[src/rtl/muldiv_pkg.sv]
package muldiv_pkg;

    localparam logic [5:0] FN_MFHI  = 6'h10;
    localparam logic [5:0] FN_MTHI  = 6'h11;
    localparam logic [5:0] FN_MFLO  = 6'h12;
    localparam logic [5:0] FN_MTLO  = 6'h13;
    localparam logic [5:0] FN_MULT  = 6'h18;
    localparam logic [5:0] FN_MULTU = 6'h19;
    localparam logic [5:0] FN_DIV   = 6'h1A;
    localparam logic [5:0] FN_DIVU  = 6'h1B;

    typedef enum logic [2:0] {
        K_NONE,
        K_SET_HI,
        K_SET_LO,
        K_MUL,
        K_DIV
    } md_kind_e;

    typedef struct packed {
        md_kind_e kind;
        logic     signed_op;
    } md_cmd_t;

    typedef enum logic [2:0] {
        ST_IDLE,
        ST_MUL_RUN,
        ST_DIV_RUN,
        ST_MUL_DONE,
        ST_DIV_DONE
    } md_state_e;

    function automatic md_cmd_t decode_fn(input logic [5:0] fn);
        md_cmd_t c;
        c.kind      = K_NONE;
        c.signed_op = 1'b0;
        case (fn)
            FN_MTHI:  c.kind = K_SET_HI;
            FN_MTLO:  c.kind = K_SET_LO;
            FN_MULT:  begin c.kind = K_MUL; c.signed_op = 1'b1; end
            FN_MULTU: c.kind = K_MUL;
            FN_DIV:   begin c.kind = K_DIV; c.signed_op = 1'b1; end
            FN_DIVU:  c.kind = K_DIV;
            default:  c.kind = K_NONE;
        endcase
        return c;
    endfunction

endpackage

[src/rtl/mul_core.sv]
module mul_core #(
    parameter int W = 32
) (
    input  logic           clk,
    input  logic           rst_n,
    input  logic           load,
    input  logic           step,
    input  logic [W-1:0]   mcand_i,
    input  logic [W-1:0]   mplier_i,
    output logic [2*W-1:0] prod_o
);
    logic [W-1:0] mcand_q;
    logic [W-1:0] upper_q;
    logic [W-1:0] lower_q;
    logic [W:0]   partial;

    // Add the multiplicand when the current multiplier bit is set, keeping the carry.
    always_comb begin
        partial = {1'b0, upper_q} + (lower_q[0] ? {1'b0, mcand_q} : '0);
    end

    always_ff @(posedge clk or negedge rst_n) begin
        if (!rst_n) begin
            mcand_q <= '0;
            upper_q <= '0;
            lower_q <= '0;
        end else if (load) begin
            mcand_q <= mcand_i;
            upper_q <= '0;
            lower_q <= mplier_i;
        end else if (step) begin
            upper_q <= partial[W:1];
            lower_q <= {partial[0], lower_q[W-1:1]};
        end
    end

    assign prod_o = {upper_q, lower_q};

endmodule

[src/rtl/div_core.sv]
module div_core #(
    parameter int W = 32
) (
    input  logic         clk,
    input  logic         rst_n,
    input  logic         load,
    input  logic         step,
    input  logic [W-1:0] dvd_i,
    input  logic [W-1:0] dvs_i,
    output logic [W-1:0] quo_o,
    output logic [W-1:0] rem_o
);
    logic [W-1:0] dvs_q;
    logic [W-1:0] rem_q;
    logic [W-1:0] quo_q;
    logic [W:0]   shifted;
    logic [W:0]   trial;

    // Restoring step: shift in the next dividend bit, try subtracting the divisor.
    always_comb begin
        shifted = {rem_q, quo_q[W-1]};
        trial   = shifted - {1'b0, dvs_q};
    end

    always_ff @(posedge clk or negedge rst_n) begin
        if (!rst_n) begin
            dvs_q <= '0;
            rem_q <= '0;
            quo_q <= '0;
        end else if (load) begin
            dvs_q <= dvs_i;
            rem_q <= '0;
            quo_q <= dvd_i;
        end else if (step) begin
            if (!trial[W]) begin
                rem_q <= trial[W-1:0];
                quo_q <= {quo_q[W-2:0], 1'b1};
            end else begin
                rem_q <= shifted[W-1:0];
                quo_q <= {quo_q[W-2:0], 1'b0};
            end
        end
    end

    assign quo_o = quo_q;
    assign rem_o = rem_q;

    // the partial remainder stays below a nonzero divisor at every step
    p_rem_bound_r4: assert property (@(posedge clk) disable iff (!rst_n)
        (dvs_q != '0) |-> (rem_q < dvs_q));

endmodule

[src/rtl/hilo_regs.sv]
module hilo_regs #(
    parameter int W = 32
) (
    input  logic         clk,
    input  logic         rst_n,
    input  logic         hi_we,
    input  logic         lo_we,
    input  logic [W-1:0] hi_d,
    input  logic [W-1:0] lo_d,
    output logic [W-1:0] hi_q,
    output logic [W-1:0] lo_q
);
    always_ff @(posedge clk or negedge rst_n) begin
        if (!rst_n) begin
            hi_q <= '0;
            lo_q <= '0;
        end else begin
            if (hi_we) hi_q <= hi_d;
            if (lo_we) lo_q <= lo_d;
        end
    end

endmodule

[src/rtl/muldiv_unit.sv]
module muldiv_unit
    import muldiv_pkg::*;
#(
    parameter int WIDTH = 32
) (
    input  logic             clk,
    input  logic             rst_n,
    input  logic             start,
    input  logic [5:0]       func,
    input  logic [WIDTH-1:0] opnd_a,
    input  logic [WIDTH-1:0] opnd_b,
    input  logic             mf_req,
    input  logic             mf_hi,
    output logic [WIDTH-1:0] mf_data,
    output logic             mf_stall,
    output logic             busy,
    output logic [WIDTH-1:0] hi_out,
    output logic [WIDTH-1:0] lo_out
);
    localparam int              CW   = $clog2(WIDTH + 1);
    localparam logic [CW-1:0]   ITER = CW'(WIDTH);
    localparam logic [CW-1:0]   LAST = CW'(1);

    md_state_e state_q, state_d;
    logic [CW-1:0] cnt_q;
    logic          flip_main_q;
    logic          flip_rem_q;

    md_cmd_t            cmd;
    logic               accept;
    logic               neg_a, neg_b;
    logic [WIDTH-1:0]   mag_a, mag_b;
    logic               div_zero;

    logic               mul_load, mul_step, div_load, div_step;
    logic [2*WIDTH-1:0] prod;
    logic [2*WIDTH-1:0] prod_fix;
    logic [WIDTH-1:0]   quo, rem;
    logic               hi_we, lo_we;
    logic [WIDTH-1:0]   hi_d, lo_d;

    // Command decode and operand magnitudes
    always_comb begin
        cmd      = decode_fn(func);
        accept   = start && (state_q == ST_IDLE);
        neg_a    = cmd.signed_op && opnd_a[WIDTH-1];
        neg_b    = cmd.signed_op && opnd_b[WIDTH-1];
        mag_a    = neg_a ? (~opnd_a + 1'b1) : opnd_a;
        mag_b    = neg_b ? (~opnd_b + 1'b1) : opnd_b;
        div_zero = (opnd_b == '0);
    end

    // State register, iteration counter and sign-fix flags
    always_ff @(posedge clk or negedge rst_n) begin
        if (!rst_n) begin
            state_q     <= ST_IDLE;
            cnt_q       <= '0;
            flip_main_q <= 1'b0;
            flip_rem_q  <= 1'b0;
        end else begin
            state_q <= state_d;
            if (accept) begin
                cnt_q       <= ITER;
                flip_main_q <= neg_a ^ neg_b;
                flip_rem_q  <= neg_a;
            end else if (state_q == ST_MUL_RUN || state_q == ST_DIV_RUN) begin
                cnt_q <= cnt_q - 1'b1;
            end
        end
    end

    // Next state
    always_comb begin
        state_d = state_q;
        unique case (state_q)
            ST_IDLE: begin
                if (accept && cmd.kind == K_MUL)
                    state_d = ST_MUL_RUN;
                else if (accept && cmd.kind == K_DIV && !div_zero)
                    state_d = ST_DIV_RUN;
            end
            ST_MUL_RUN:  if (cnt_q == LAST) state_d = ST_MUL_DONE;
            ST_DIV_RUN:  if (cnt_q == LAST) state_d = ST_DIV_DONE;
            ST_MUL_DONE: state_d = ST_IDLE;
            ST_DIV_DONE: state_d = ST_IDLE;
        endcase
    end

    // Per-state controls and the shared HI/LO write port
    always_comb begin
        mul_load = 1'b0;
        mul_step = 1'b0;
        div_load = 1'b0;
        div_step = 1'b0;
        hi_we    = 1'b0;
        lo_we    = 1'b0;
        hi_d     = opnd_a;
        lo_d     = opnd_a;
        prod_fix = flip_main_q ? (~prod + 1'b1) : prod;
        unique case (state_q)
            ST_IDLE: begin
                if (accept) begin
                    case (cmd.kind)
                        K_SET_HI: hi_we    = 1'b1;
                        K_SET_LO: lo_we    = 1'b1;
                        K_MUL:    mul_load = 1'b1;
                        K_DIV:    div_load = !div_zero;
                        default:  ;
                    endcase
                end
            end
            ST_MUL_RUN: mul_step = 1'b1;
            ST_DIV_RUN: div_step = 1'b1;
            ST_MUL_DONE: begin
                hi_we = 1'b1;
                lo_we = 1'b1;
                hi_d  = prod_fix[2*WIDTH-1:WIDTH];
                lo_d  = prod_fix[WIDTH-1:0];
            end
            ST_DIV_DONE: begin
                hi_we = 1'b1;
                lo_we = 1'b1;
                hi_d  = flip_rem_q  ? (~rem + 1'b1) : rem;
                lo_d  = flip_main_q ? (~quo + 1'b1) : quo;
            end
        endcase
    end

    mul_core #(.W(WIDTH)) u_mul (
        .clk      (clk),
        .rst_n    (rst_n),
        .load     (mul_load),
        .step     (mul_step),
        .mcand_i  (mag_a),
        .mplier_i (mag_b),
        .prod_o   (prod)
    );

    div_core #(.W(WIDTH)) u_div (
        .clk   (clk),
        .rst_n (rst_n),
        .load  (div_load),
        .step  (div_step),
        .dvd_i (mag_a),
        .dvs_i (mag_b),
        .quo_o (quo),
        .rem_o (rem)
    );

    hilo_regs #(.W(WIDTH)) u_hilo (
        .clk   (clk),
        .rst_n (rst_n),
        .hi_we (hi_we),
        .lo_we (lo_we),
        .hi_d  (hi_d),
        .lo_d  (lo_d),
        .hi_q  (hi_out),
        .lo_q  (lo_out)
    );

    assign busy     = (state_q != ST_IDLE);
    assign mf_stall = mf_req && busy;
    assign mf_data  = mf_hi ? hi_out : lo_out;

    // a move-to-LO lands on the following cycle
    p_set_lo_r7: assert property (@(posedge clk) disable iff (!rst_n)
        (accept && cmd.kind == K_SET_LO) |=> (lo_out == $past(opnd_a)));

    // a zero divisor leaves the result registers and busy untouched
    p_zero_div_r5: assert property (@(posedge clk) disable iff (!rst_n)
        (accept && cmd.kind == K_DIV && div_zero) |=>
            (!busy && $stable(hi_out) && $stable(lo_out)));

    // the result registers hold while an iteration runs
    p_quiet_run_r9: assert property (@(posedge clk) disable iff (!rst_n)
        (state_q == ST_MUL_RUN || state_q == ST_DIV_RUN) |=>
            ($stable(hi_out) && $stable(lo_out)));

    // completion releases the unit on the next cycle
    p_done_release_r8: assert property (@(posedge clk) disable iff (!rst_n)
        (state_q == ST_MUL_DONE || state_q == ST_DIV_DONE) |=> !busy);

endmodule

[config.mk]
export PLATFORM = sky130hd
export DESIGN_NAME = muldiv_unit
export DESIGN_NICKNAME = d
export VERILOG_FILES = /design/src/rtl/muldiv_pkg.sv /design/src/rtl/mul_core.sv /design/src/rtl/div_core.sv /design/src/rtl/hilo_regs.sv /design/src/rtl/muldiv_unit.sv
export SDC_FILE = /design/constraint.sdc
export NUM_CORES = 1
export LEC_CHECK = 0
export BUFFER_PORTS_ARGS = -buffer_cell sky130_fd_sc_hd__buf_4
export CAP_MARGIN = 30
export CORE_UTILIZATION = 33
export DETAILED_ROUTE_END_ITERATION = 8
export PLACE_DENSITY = 0.56
export REMOVE_ABC_BUFFERS = 1
export SKIP_LAST_GASP = 1
export SLEW_MARGIN = 20
export SYNTH_ARGS = -nofsm -noshare
export SYNTH_HDL_FRONTEND = slang
export SYNTH_SLANG_ARGS = --single-unit
[constraint.sdc]
create_clock -name clk -period 4.75 [get_ports clk]
set_input_delay 0.475 -clock clk [delete_from_list [all_inputs] [get_ports clk]]
set_output_delay 0.475 -clock clk [all_outputs]
set_load 0.05 [all_outputs]
==> run summary <==
=========================================================================================
CP startpoint kind                                                                   flop
Number of unique standard cell types used by synthesis                                 80
Total Power Consumption                                                         0.00538 W
Overall routed net length                                                         72.9 mm
Dpl hpwl                                                                          54.7 mm
Arrival time reported for the critical path endpoint                              4.38 ns
Clock tree from TritonCTS                                                            done
Transition time at the pin with the least slew margin                            0.868 ns
Number of synthesized register bits                                                   267
Number of global-route vias before repair                                           18100
H-tree levels                                                                           2
# clock sinks                                                                         267
Largest fanout on the critical path                                                     7
Count of nets left with antenna violations after detail routing                         0
Number of antenna violations at the first check in global routing                       3
Count of hold buffers inserted by post-cts repair                                       1
Clock latency on the worst-skew pair                                              0.55 ns
Cell area after layout                                                          23100 µm²
Synthesis-to-layout area growth                                                     17.6%
Hold violation total from the final report                                              0
Worst-case headroom to the max-slew limit                                           0.421
CTS clock-pin slew for the worst setup and hold paths                             0.06 ns
All-layer global routing usage                                                      0.239
DR vias                                                                             18800
Post-layout min period                                                            3.96 ns
Synth top area share                                                                0.340
Total DRC errors in the routed layout                                                   2
Total negative setup slack                                                           0 ns
Die footprint                                                                   60500 µm²
Maximum clock insertion buffer count                                                    3
Cell count after synthesis                                                           2377
Worst VDD drop                                                                   0.188 mV
Path category of the worst min-delay check                                      in -> reg
First DRT Iteration DRCs                                                             1935
Final number of max-transition violations                                               0
Share of the clock period used by the worst path                                    0.834
Total inserted antenna cells                                                            0
Yosys top cell by area                                                       sky130_fd_sc_hd__dfrtp_1
Power density over the cells                                                   233 nW/µm²
GP Congestion                                                                       0.930
Routed length per placed instance                                                 22.1 µm
Synthesis warning total                                                                 0
Port Buf Inserts                                                                      172
Util after Layout                                                                   0.392
Category of the most critical setup path                                       reg -> reg
Number of gates resized after cts                                                       0
Final Skew                                                                      0.0157 ns
Largest cells by area after synthesis                                        sky130_fd_sc_hd__dfrtp_1 (34%), sky130_fd_sc_hd__o21ai_0 (6.1%), sky130_fd_sc_hd__nand2_1 (5.8%), sky130_fd_sc_hd__xor2_1 (5.5%), sky130_fd_sc_hd__xnor2_1 (4.8%)
Share of layout cells above drive strength 1                                        0.141
Element type at the critical path end                                                flop
Data required time at the worst endpoint                                          5.17 ns
Violations in the final reports                                                       DRC
Std-Cell Rows                                                                          89
Sequential fraction of the synthesis area                                           0.340
Floorplan die height                                                               246 µm
Run status                                                                   complete, but fails checks
CTS Root Buffer Type                                                         sky130_fd_sc_hd__clkbuf_16
Wire length of the first global-routing pass                                       111 mm
Max-cap violations                                                                      0
Post-synthesis instance area                                                    19600 µm²
IO Count                                                                              173
Core outline area                                                               58900 µm²
RSZ-0062 raised after global routing                                                   no
Number of buffers inserted during clock tree synthesis                                 36
Area after DPL                                                                  21900 µm²
EDFF count, synth                                                                       0
Aggregate global routing overflow                                                       0
Main flop type after synthesis                                               sky130_fd_sc_hd__dfrtp_1
Starting density of the core                                                        0.333
Width of the die                                                                   246 µm
Net total in the final layout                                                        2647
Leak Pwr                                                                          9.22 nW
Pin count of the biggest net entering global routing                                   98
Setup-violating endpoint count in the final report                                      0
Average vias per placed instance                                                     5.71
Peak Freq                                                                         252 MHz
Post-CTS Setup Inserts                                                                  0
Proportion of register bits with asynchronous set or reset after synthesis           1.00
Syn avg cell area                                                                8.26 µm²
TritonRoute pass-1 iters                                                                7
=========================================================================================
## sequential cells by signal, summed over array words and instances, names as in the netlist
signal	cells
cnt_q	6
flip_main_q	1
flip_rem_q	1
state_q	3
u_div.dvs_q	32
u_div.quo_o	32
u_div.rem_o	32
u_hilo.hi_q	32
u_hilo.lo_q	32
u_mul.lower_q	32
u_mul.mcand_q	32
u_mul.upper_q	32
## cell families (layout without fill, tap and decap cells)
logic type               count (synthesis)  after routing  share of synthesized area
multiplexers                            65             65                     0.0354
AND/OR/NAND/NOR                        830            830                      0.204
flip-flops                             267            267                      0.340
XOR/XNOR                               232            232                      0.103
buffers and inverters                  208            356                     0.0405
adder cells (fa/ha/maj)                 73             73                     0.0473
AO/OA/AOI/OAI                          702            702                      0.230
## layout make-up
type                    instances  area [µm²]
clock inverters                15         183
repair buffers                227        1760
fillers                      5943       35800
flip-flops and latches        267        6680
inverters                      65         244
clock buffers                  49        1040
well taps                     773         967
multi-input cells            1902       12200
## path summary, 6_finish.rpt
check | startpoint | endpoint | slack, ns | cells past startpoint
worst max-delay path | u_mul.lower_q[22]$_DFFE_PN0P_ | u_hilo.hi_q[30]$_DFFE_PN0P_ | 0.79 | 8
worst min-delay path | opnd_a[0] | u_hilo.lo_q[0]$_DFFE_PN0P_ | 0.24 | 3
worst max register to register | u_mul.lower_q[22]$_DFFE_PN0P_ | u_hilo.hi_q[30]$_DFFE_PN0P_ | 0.79 | 8
worst min register to register | u_mul.mcand_q[30]$_DFFE_PN0P_ | u_mul.mcand_q[30]$_DFFE_PN0P_ | 0.47 | 2
max in group asynchronous | rst_n | u_div.rem_o[27]$_DFFE_PN0P_ | 3.08 | 3
min in group asynchronous | rst_n | u_mul.upper_q[5]$_DFFE_PN0P_ | 0.56 | 2
## through the flow
| stage | hold slack (ns) | cells | setup slack [ns] |
|---|---|---|---|
| after detailed placement | 0.457 | 3233 | 0.787 |
| after global placement | 0.453 | 3228 | 0.874 |
| after global routing | 0.221 | 3298 | 0.717 |
| after CTS | 0.206 | 3298 | 0.897 |
| final | 0.237 | 3298 | 0.788 |
| after floorplan | 0.179 | 2234 | -1.63 |
## synth_stat cells (all sizes together) (27+ instances only)
master / n
a21oi: 126
a31oi: 35
dfrtp: 267
and2: 46
or3: 27
clkbuf: 124
or4: 27
ha: 71
nor2: 167
mux2i: 30
xor2: 124
nand2: 303
inv: 65
mux2: 35
nor3: 44
nand3: 75
xnor2: 108
o21ai: 241
o31ai: 41
a221oi: 27
o21a: 29
and3: 35
## power breakdown
part / leakage, nW / internal (W) / switching (W)
logic: 5.63 / 0.0000799 / 0.000169
clock network: 0.600 / 0.00175 / 0.00111
registers: 2.99 / 0.00228 / 0
## worst max-delay path: stages, from the launching register on
cell and delay (ns):
sky130_fd_sc_hd__dfrtp_1 0.44, sky130_fd_sc_hd__or4_1 0.56, sky130_fd_sc_hd__or4_1 0.63, sky130_fd_sc_hd__nor4_2 0.57, sky130_fd_sc_hd__or4b_1 0.66, sky130_fd_sc_hd__or4_4 0.50
sky130_fd_sc_hd__o21ai_1 0.18, sky130_fd_sc_hd__xor2_1 0.19, sky130_fd_sc_hd__o22ai_1 0.10
## routing by layer
layer	vias to the layer above	wire length (µm)	track usage
met1	9112	32500	0.330
met5	-	29	0
li1	8887	-	-
met3	131	4700	0.0335
met4	4	2370	0.0769
met2	708	33300	0.382
## cells in the final DEF (no fill, tap or decap), types with 44 or more instances in the layout
cell type and instances:
sky130_fd_sc_hd__and2_1 44, sky130_fd_sc_hd__a21oi_1 126, sky130_fd_sc_hd__xnor2_1 108, sky130_fd_sc_hd__nand2_1 302
sky130_fd_sc_hd__inv_1 65, sky130_fd_sc_hd__dfrtp_1 266, sky130_fd_sc_hd__buf_4 220, sky130_fd_sc_hd__ha_1 71
sky130_fd_sc_hd__o21ai_0 240, sky130_fd_sc_hd__nor2_1 164, sky130_fd_sc_hd__xor2_1 124, sky130_fd_sc_hd__nand3_1 74
No activity file was read; power rests on OpenSTA's default activity.
